[config.mk]
export PLATFORM = sky130hd
export DESIGN_NAME = disp_i2c_rx
export DESIGN_NICKNAME = d
export VERILOG_FILES = /design/src/rtl/disp_i2c_pkg.sv /design/src/rtl/i2c_line_sync.sv /design/src/rtl/i2c_link_engine.sv /design/src/rtl/i2c_ctrl_parser.sv /design/src/rtl/disp_i2c_rx.sv
export SDC_FILE = /design/constraint.sdc
export NUM_CORES = 1
export LEC_CHECK = 0
export BUFFER_PORTS_ARGS = -buffer_cell sky130_fd_sc_hd__buf_2
export CAP_MARGIN = 20
export CORE_MARGIN = 1.5
export CORE_UTILIZATION = 60
export CTS_CLUSTER_DIAMETER = 60
export DETAILED_ROUTE_END_ITERATION = 16
export PLACE_DENSITY = 0.81
export SLEW_MARGIN = 20
export SYNTH_ARGS = -nofsm -noshare
export SYNTH_HDL_FRONTEND = slang
export SYNTH_SLANG_ARGS = --single-unit
[constraint.sdc]
create_clock -name clk -period 4.63 [get_ports clk]
set_clock_uncertainty 0.15 [all_clocks]
set_input_delay 0 -clock clk [delete_from_list [all_inputs] [get_ports clk]]
set_output_delay 0 -clock clk [all_outputs]
set_load 0.05 [all_outputs]
[src/rtl/disp_i2c_pkg.sv]
package disp_i2c_pkg;
  typedef enum logic [2:0] {
    LK_IDLE, LK_ADDR, LK_ACK, LK_RX, LK_TX, LK_TX_ACK, LK_MC_NACK, LK_SKIP
  } link_state_t;

  localparam int BYTE_W = 8;
  localparam logic [4:0] MC_PREFIX = 5'b00001;
endpackage

[src/rtl/i2c_line_sync.sv]
module i2c_line_sync #(
  parameter int SYNC_STAGES = 2
) (
  input  logic clk,
  input  logic rst_n,
  input  logic scl_i,
  input  logic sda_i,
  output logic scl_lvl,
  output logic sda_lvl,
  output logic scl_rise,
  output logic scl_fall,
  output logic start_det,
  output logic stop_det
);
  logic [1:0] raw, cur, prv;
  assign raw = {sda_i, scl_i};

  for (genvar g = 0; g < 2; g++) begin : g_line
    logic [SYNC_STAGES:0] chain;
    always_ff @(posedge clk or negedge rst_n) begin
      if (!rst_n) chain <= '1;
      else        chain <= {chain[SYNC_STAGES-1:0], raw[g]};
    end
    assign cur[g] = chain[SYNC_STAGES-1];
    assign prv[g] = chain[SYNC_STAGES];
  end

  assign scl_lvl   = cur[0];
  assign sda_lvl   = cur[1];
  assign scl_rise  = cur[0] & ~prv[0];
  assign scl_fall  = ~cur[0] & prv[0];
  assign start_det = cur[0] & prv[0] & prv[1] & ~cur[1];
  assign stop_det  = cur[0] & prv[0] & ~prv[1] & cur[1];
endmodule

[src/rtl/i2c_link_engine.sv]
module i2c_link_engine
  import disp_i2c_pkg::*;
#(
  parameter int ADDR_HI_W = 5,
  parameter int STRAP_W   = 2,
  parameter logic [ADDR_HI_W-1:0] ADDR_HI = 5'b01111
) (
  input  logic               clk,
  input  logic               rst_n,
  input  logic               scl_lvl,
  input  logic               sda_lvl,
  input  logic               scl_rise,
  input  logic               scl_fall,
  input  logic               start_det,
  input  logic               stop_det,
  input  logic [STRAP_W-1:0] strap,
  input  logic [BYTE_W-1:0]  status_byte,
  output logic               sda_oe,
  output logic               byte_stb,
  output logic [BYTE_W-1:0]  byte_val,
  output logic               wr_open,
  output logic               hs_active
);
  localparam int ADDR_W = ADDR_HI_W + STRAP_W;

  link_state_t       state;
  logic [2:0]        bit_cnt;
  logic [BYTE_W-2:0] shreg;
  logic [BYTE_W-2:0] txsh;
  logic              rw_q;
  logic              ack_drv;
  logic [BYTE_W-1:0] rx_byte;
  logic [ADDR_W-1:0] my_addr;

  assign rx_byte = {shreg, sda_lvl};
  assign my_addr = {ADDR_HI, strap};

  always_ff @(posedge clk or negedge rst_n) begin
    if (!rst_n) begin
      state     <= LK_IDLE;
      bit_cnt   <= '0;
      shreg     <= '0;
      txsh      <= '0;
      rw_q      <= 1'b0;
      ack_drv   <= 1'b0;
      sda_oe    <= 1'b0;
      byte_stb  <= 1'b0;
      byte_val  <= '0;
      wr_open   <= 1'b0;
      hs_active <= 1'b0;
    end else begin
      byte_stb <= 1'b0;
      wr_open  <= 1'b0;
      if (stop_det) begin
        state     <= LK_IDLE;
        sda_oe    <= 1'b0;
        ack_drv   <= 1'b0;
        hs_active <= 1'b0;
      end else if (start_det) begin
        state   <= LK_ADDR;
        bit_cnt <= '0;
        sda_oe  <= 1'b0;
        ack_drv <= 1'b0;
      end else begin
        case (state)
          LK_ADDR: if (scl_rise) begin
            shreg   <= rx_byte[BYTE_W-2:0];
            bit_cnt <= bit_cnt + 3'd1;
            if (bit_cnt == 3'd7) begin
              if (rx_byte[7:3] == MC_PREFIX) begin
                state <= LK_MC_NACK;
              end else if (rx_byte[7:1] == my_addr) begin
                rw_q    <= rx_byte[0];
                wr_open <= ~rx_byte[0];
                state   <= LK_ACK;
              end else begin
                state <= LK_SKIP;
              end
            end
          end
          LK_MC_NACK: if (scl_rise) begin
            hs_active <= sda_lvl;
            state     <= LK_SKIP;
          end
          LK_ACK: if (scl_fall) begin
            if (!ack_drv) begin
              ack_drv <= 1'b1;
              sda_oe  <= 1'b1;
            end else begin
              ack_drv <= 1'b0;
              bit_cnt <= '0;
              if (rw_q) begin
                txsh   <= status_byte[BYTE_W-2:0];
                sda_oe <= ~status_byte[BYTE_W-1];
                state  <= LK_TX;
              end else begin
                sda_oe <= 1'b0;
                state  <= LK_RX;
              end
            end
          end
          LK_RX: if (scl_rise) begin
            shreg   <= rx_byte[BYTE_W-2:0];
            bit_cnt <= bit_cnt + 3'd1;
            if (bit_cnt == 3'd7) begin
              byte_stb <= 1'b1;
              byte_val <= rx_byte;
              state    <= LK_ACK;
            end
          end
          LK_TX: begin
            if (scl_fall) begin
              sda_oe <= ~txsh[BYTE_W-2];
              txsh   <= {txsh[BYTE_W-3:0], 1'b0};
            end
            if (scl_rise) begin
              bit_cnt <= bit_cnt + 3'd1;
              if (bit_cnt == 3'd7) state <= LK_TX_ACK;
            end
          end
          LK_TX_ACK: if (scl_fall) begin
            sda_oe <= 1'b0;
            state  <= LK_SKIP;
          end
          default: ;
        endcase
      end
    end
  end

  // no acknowledge is driven in the master-code slot
  a_r4_no_mc_ack: assert property (@(posedge clk) disable iff (!rst_n)
    (state == LK_MC_NACK) |-> !sda_oe);

  // drive changes only while SCL is low, outside START/STOP
  a_r11_sda_moves_scl_low: assert property (@(posedge clk) disable iff (!rst_n)
    ((sda_oe != $past(sda_oe)) && !$past(start_det || stop_det)) |-> !$past(scl_lvl));

  // STOP releases SDA and ends high-speed mode
  a_r11_stop_release: assert property (@(posedge clk) disable iff (!rst_n)
    stop_det |=> (!sda_oe && !hs_active));
endmodule

[src/rtl/i2c_ctrl_parser.sv]
module i2c_ctrl_parser
  import disp_i2c_pkg::*;
#(
  parameter int CO_BIT = 7,
  parameter int DC_BIT = 6
) (
  input  logic              clk,
  input  logic              rst_n,
  input  logic              wr_open,
  input  logic              byte_stb,
  input  logic [BYTE_W-1:0] byte_val,
  input  logic              out_ready,
  output logic              out_valid,
  output logic [BYTE_W-1:0] out_data,
  output logic              out_is_data
);
  logic expect_ctrl;
  logic co_q;
  logic dc_q;
  logic slot_free;

  assign slot_free = !out_valid || out_ready;

  always_ff @(posedge clk or negedge rst_n) begin
    if (!rst_n) begin
      expect_ctrl <= 1'b1;
      co_q        <= 1'b0;
      dc_q        <= 1'b0;
      out_valid   <= 1'b0;
      out_data    <= '0;
      out_is_data <= 1'b0;
    end else begin
      if (out_valid && out_ready) out_valid <= 1'b0;
      if (wr_open) begin
        expect_ctrl <= 1'b1;
        co_q        <= 1'b0;
      end else if (byte_stb) begin
        if (expect_ctrl) begin
          co_q        <= byte_val[CO_BIT];
          dc_q        <= byte_val[DC_BIT];
          expect_ctrl <= 1'b0;
        end else begin
          expect_ctrl <= co_q;
          if (slot_free) begin
            out_valid   <= 1'b1;
            out_data    <= byte_val;
            out_is_data <= dc_q;
          end
        end
      end
    end
  end

  // a stalled byte stays frozen
  a_r9_hold_stable: assert property (@(posedge clk) disable iff (!rst_n)
    (out_valid && !out_ready) |=> (out_valid && $stable(out_data) && $stable(out_is_data)));

  // a control byte never reaches the stream
  a_r5_ctrl_not_emitted: assert property (@(posedge clk) disable iff (!rst_n)
    (byte_stb && expect_ctrl && !out_valid) |=> !out_valid);
endmodule

[src/rtl/disp_i2c_rx.sv]
module disp_i2c_rx
  import disp_i2c_pkg::*;
#(
  parameter int SYNC_STAGES = 2,
  parameter int STRAP_W     = 2
) (
  input  logic               clk,
  input  logic               rst_n,
  input  logic               scl_i,
  input  logic               sda_i,
  output logic               sda_oe,
  input  logic [STRAP_W-1:0] dev_strap,
  input  logic [BYTE_W-1:0]  status_byte,
  output logic               hs_active,
  output logic               out_valid,
  input  logic               out_ready,
  output logic [BYTE_W-1:0]  out_data,
  output logic               out_is_data
);
  logic scl_lvl, sda_lvl, scl_rise, scl_fall, start_det, stop_det;
  logic byte_stb, wr_open;
  logic [BYTE_W-1:0] byte_val;

  i2c_line_sync #(.SYNC_STAGES(SYNC_STAGES)) u_sync (
    .clk(clk), .rst_n(rst_n), .scl_i(scl_i), .sda_i(sda_i),
    .scl_lvl(scl_lvl), .sda_lvl(sda_lvl), .scl_rise(scl_rise),
    .scl_fall(scl_fall), .start_det(start_det), .stop_det(stop_det)
  );

  i2c_link_engine #(.STRAP_W(STRAP_W)) u_link (
    .clk(clk), .rst_n(rst_n), .scl_lvl(scl_lvl), .sda_lvl(sda_lvl),
    .scl_rise(scl_rise), .scl_fall(scl_fall), .start_det(start_det),
    .stop_det(stop_det), .strap(dev_strap), .status_byte(status_byte),
    .sda_oe(sda_oe), .byte_stb(byte_stb), .byte_val(byte_val),
    .wr_open(wr_open), .hs_active(hs_active)
  );

  i2c_ctrl_parser u_parse (
    .clk(clk), .rst_n(rst_n), .wr_open(wr_open), .byte_stb(byte_stb),
    .byte_val(byte_val), .out_ready(out_ready), .out_valid(out_valid),
    .out_data(out_data), .out_is_data(out_is_data)
  );
endmodule

==> impl_metrics.ini <==
[min_path]
hold_depth = 5
hold_path.class = input port to flop

[routing]
vias_per_cell = 5.725
wire_per_inst_um = 14.99
drc = 0
drt_iter0_drc = 170
wl_um = 4423
firstDrtPassIters = 4
vias = 1689
antenna_left = 0

[setup_path]
crit_slowest_cell = nor2_1
cp_top_family = simple AND/OR/NAND/NOR gates
path_depth = 4
crit_start = u_link.state[0]$_DFFE_PN0P_
r2r-start = u_link.state[0]$_DFFE_PN0P_
reg2reg_depth = 4
critPathMaxStageDelay_ps = 610
cpMostUsedCell = nor2_1
worstSetupPathType = flop to flop
critical_path.startpoint_type = flop
endpoint = u_link.txsh[4]$_DFFE_PN0P_
endpoint_kind = flop
cp_cell_sequence = or3b_1 > nor2_1 > nor2_1 > a31oi_1
crit_buf_inv = 0
crit_path_max_fanout = 16
required_ps = 4690
cp.arrival_ps = 2280
r2r_setup_slack_ps = 2410
reg2reg_to = u_link.txsh[4]$_DFFE_PN0P_

[final_layout]
finish.utilization = 0.7342
n_antenna_cell = 0
area_growth_pct = 14.60
nNetsFinal = 263
drive_gt1_frac = 0.2996
fin_cells = 295

[placement]
dp_slack_ps = 2465
hpwl_um = 3062
port-buffer-count = 26
dp_cells = 276
place_congestion = 0.9454

[global_route]
grt_pass1_vias = 1573
grt_pass1_wl_um = 7369
grt_usage = 0.2223
grt_overflow_total = 0
grt_max_degree = 54
antenna_found_initial = 0

[clocking]
root_buffer = clkbuf_8
post_cts_buffers = 0
clk_pin_slew_ps = 90
cts_resized = 0
clkLatencyLatePin_ps = 300
cts_buffer_depth = 2
cts.sinks = 53
htree_levels = 2
cts_tree = yes
cts-buffers-inserted = 5

[yosys]
synth_cell_types = 44
synth-main-ff-cell = dfrtp_1
syn-cell-area_mm2 = 0.002416
synth_edf_count = 0
yosysWarningCount = 0
async_flop_share = 1.000
synth_area_per_cell_um2 = 11.67
ys_seq_area_frac = 0.5526
syn_nets = 224
ys_ff_latch = 53
synthCells = 207

[die]
row_count = 22
die_h_um = 66.46
core_area_mm2 = 0.003771
io_pins = 27
initial_core_util = 0.6407
dieArea_mm2 = 0.004416
die_w_um = 66.46

[run]
drv_cap = 0

[sta]
finalSetupViolCount = 0
slew_viol_final = 0
fin_crit_ps = 2216
fin_ws_ps = 2414
min_period_over_period = 0.4786
hold_viol_final = 0
rsz0062_at_grt = no
tns_ps = 0
max_slew_margin = 0.5002
timing.fmax_ghz = 0.4513
worst_slew_pin_slew_ps = 746.9

[power_and_ir_drop]
peakVddDrop_v = 0.0003180
p_leak_uw = 0.001351
power.density_mw_per_mm2 = 449.4

[status]
status = finished clean
-- layout by cell type (no fill, tap or decap), drive strengths merged, types with 6 or more instances in the layout --
master       instances
dfstp                7
a21oi                7
dlygate4sd3         11
nand2b               9
clkbuf               8
nand2               23
buf                 27
nor2                17
inv                  6
o21ai                9
a31oi                8
dfrtp               46
mux2                26
-- through the flow --
step	power [uW]	hold WS (ps)	cell area, um^2
after detailed placement	980.1	-43.60	2569
after global routing	1326	107.4	2769
after CTS	1245	62.97	2769
after global placement	961.9	-44.67	2569
final	1244	59.83	2769
after floorplan	909.0	-445.6	2416
-- cells by family (layout without fill, tap and decap cells) --
kind of cell	Yosys count	in the layout	synth area share
flip-flops	53	53	0.5526
AND/OR/NAND/NOR	68	68	0.1507
adder cells (fa/ha/maj)	2	2	0.01036
XOR/XNOR	3	3	0.01088
buffers and inverters	12	52	0.02796
AO/OA/AOI/OAI	41	41	0.1165
multiplexers	28	28	0.1310
-- worst min-delay path, cell delays in order --
cell and delay [ps]:
buf_2 70, o21ai_0 60, o21a_1 160, mux2i_1 120
nor2_1 60
-- power by group --
group	switching [uW]	internal (uW)
sequential	87.7	536
combinational	197	163
clock	139	122
-- cell type report --
class / instances / area [um^2]
well taps: 48 / 60.06
fillers: 252 / 1002
multi-input cells: 142 / 1013
inverters: 6 / 22.52
clock buffers: 8 / 90.09
repair buffers: 38 / 247.7
flip-flops and latches: 53 / 1335
-- state kept, by name, summed over array words and instances, names as in the netlist, 3 cells and up --
name,cells
u_link.shreg,7
u_link.state,3
u_link.byte_val,8
u_sync.g_line.chain,6
u_link.txsh,7
u_link.bit_cnt,3
u_parse.out_data,8
-- layer usage --
metal  global-route usage  vias up  share of wire
li1                     -      817              -
met1               0.3066      826           0.46
met2               0.3513       39           0.48
met3              0.04223        7          0.039
met4              0.08163        0          0.015
met5                    0        -              0
-- what timing repair did --
| item | 4_1_cts | 5_1_grt |
|---|---|---|
| endpoints found under the hold margin | 56 | 0 |
| hold buffers | 11 | 0 |
| setup endpoints to repair | 0 | 0 |
-- cells in the mapped netlist, types with 2 or more instances --
library cell,instances,share of area
a31oi_1,8,0.021
inv_1,6,0.0093
nand3_1,5,0.010
mux2_2,25,0.12
nand2b_1,6,0.016
o21ai_0,9,0.019
nand2_1,23,0.036
ha_1,2,0.010
a31o_1,2,0.0073
nor2_1,16,0.025
o21a_1,2,0.0062
buf_6,2,0.0093
a211o_1,2,0.0073
xor2_1,3,0.011
dfstp_2,7,0.076
dfrtp_1,46,0.48
a211oi_1,2,0.0062
mux2i_1,2,0.0083
nor4_1,2,0.0052
and3_1,2,0.0052
buf_2,3,0.0062
a22oi_1,2,0.0062
nor3_1,2,0.0041
a21oi_1,7,0.014
nand2b_4,2,0.011
-- how the worst min path moves through the flow --
stage | start | to | slack (ps)
floorplan | rst_n | u_link.ack_drv$_DFFE_PN0P_ | -450
detailed placement | sda_i | u_sync.g_line[1].chain[0]$_DFF_PN1_ | -40
global placement | sda_i | u_sync.g_line[1].chain[0]$_DFF_PN1_ | -40
CTS | status_byte[7] | u_link.sda_oe$_DFFE_PN0P_ | 60
finish | status_byte[7] | u_link.sda_oe$_DFFE_PN0P_ | 60
global route | status_byte[7] | u_link.sda_oe$_DFFE_PN0P_ | 110
Note: power is estimated with default switching activity, not from simulation.
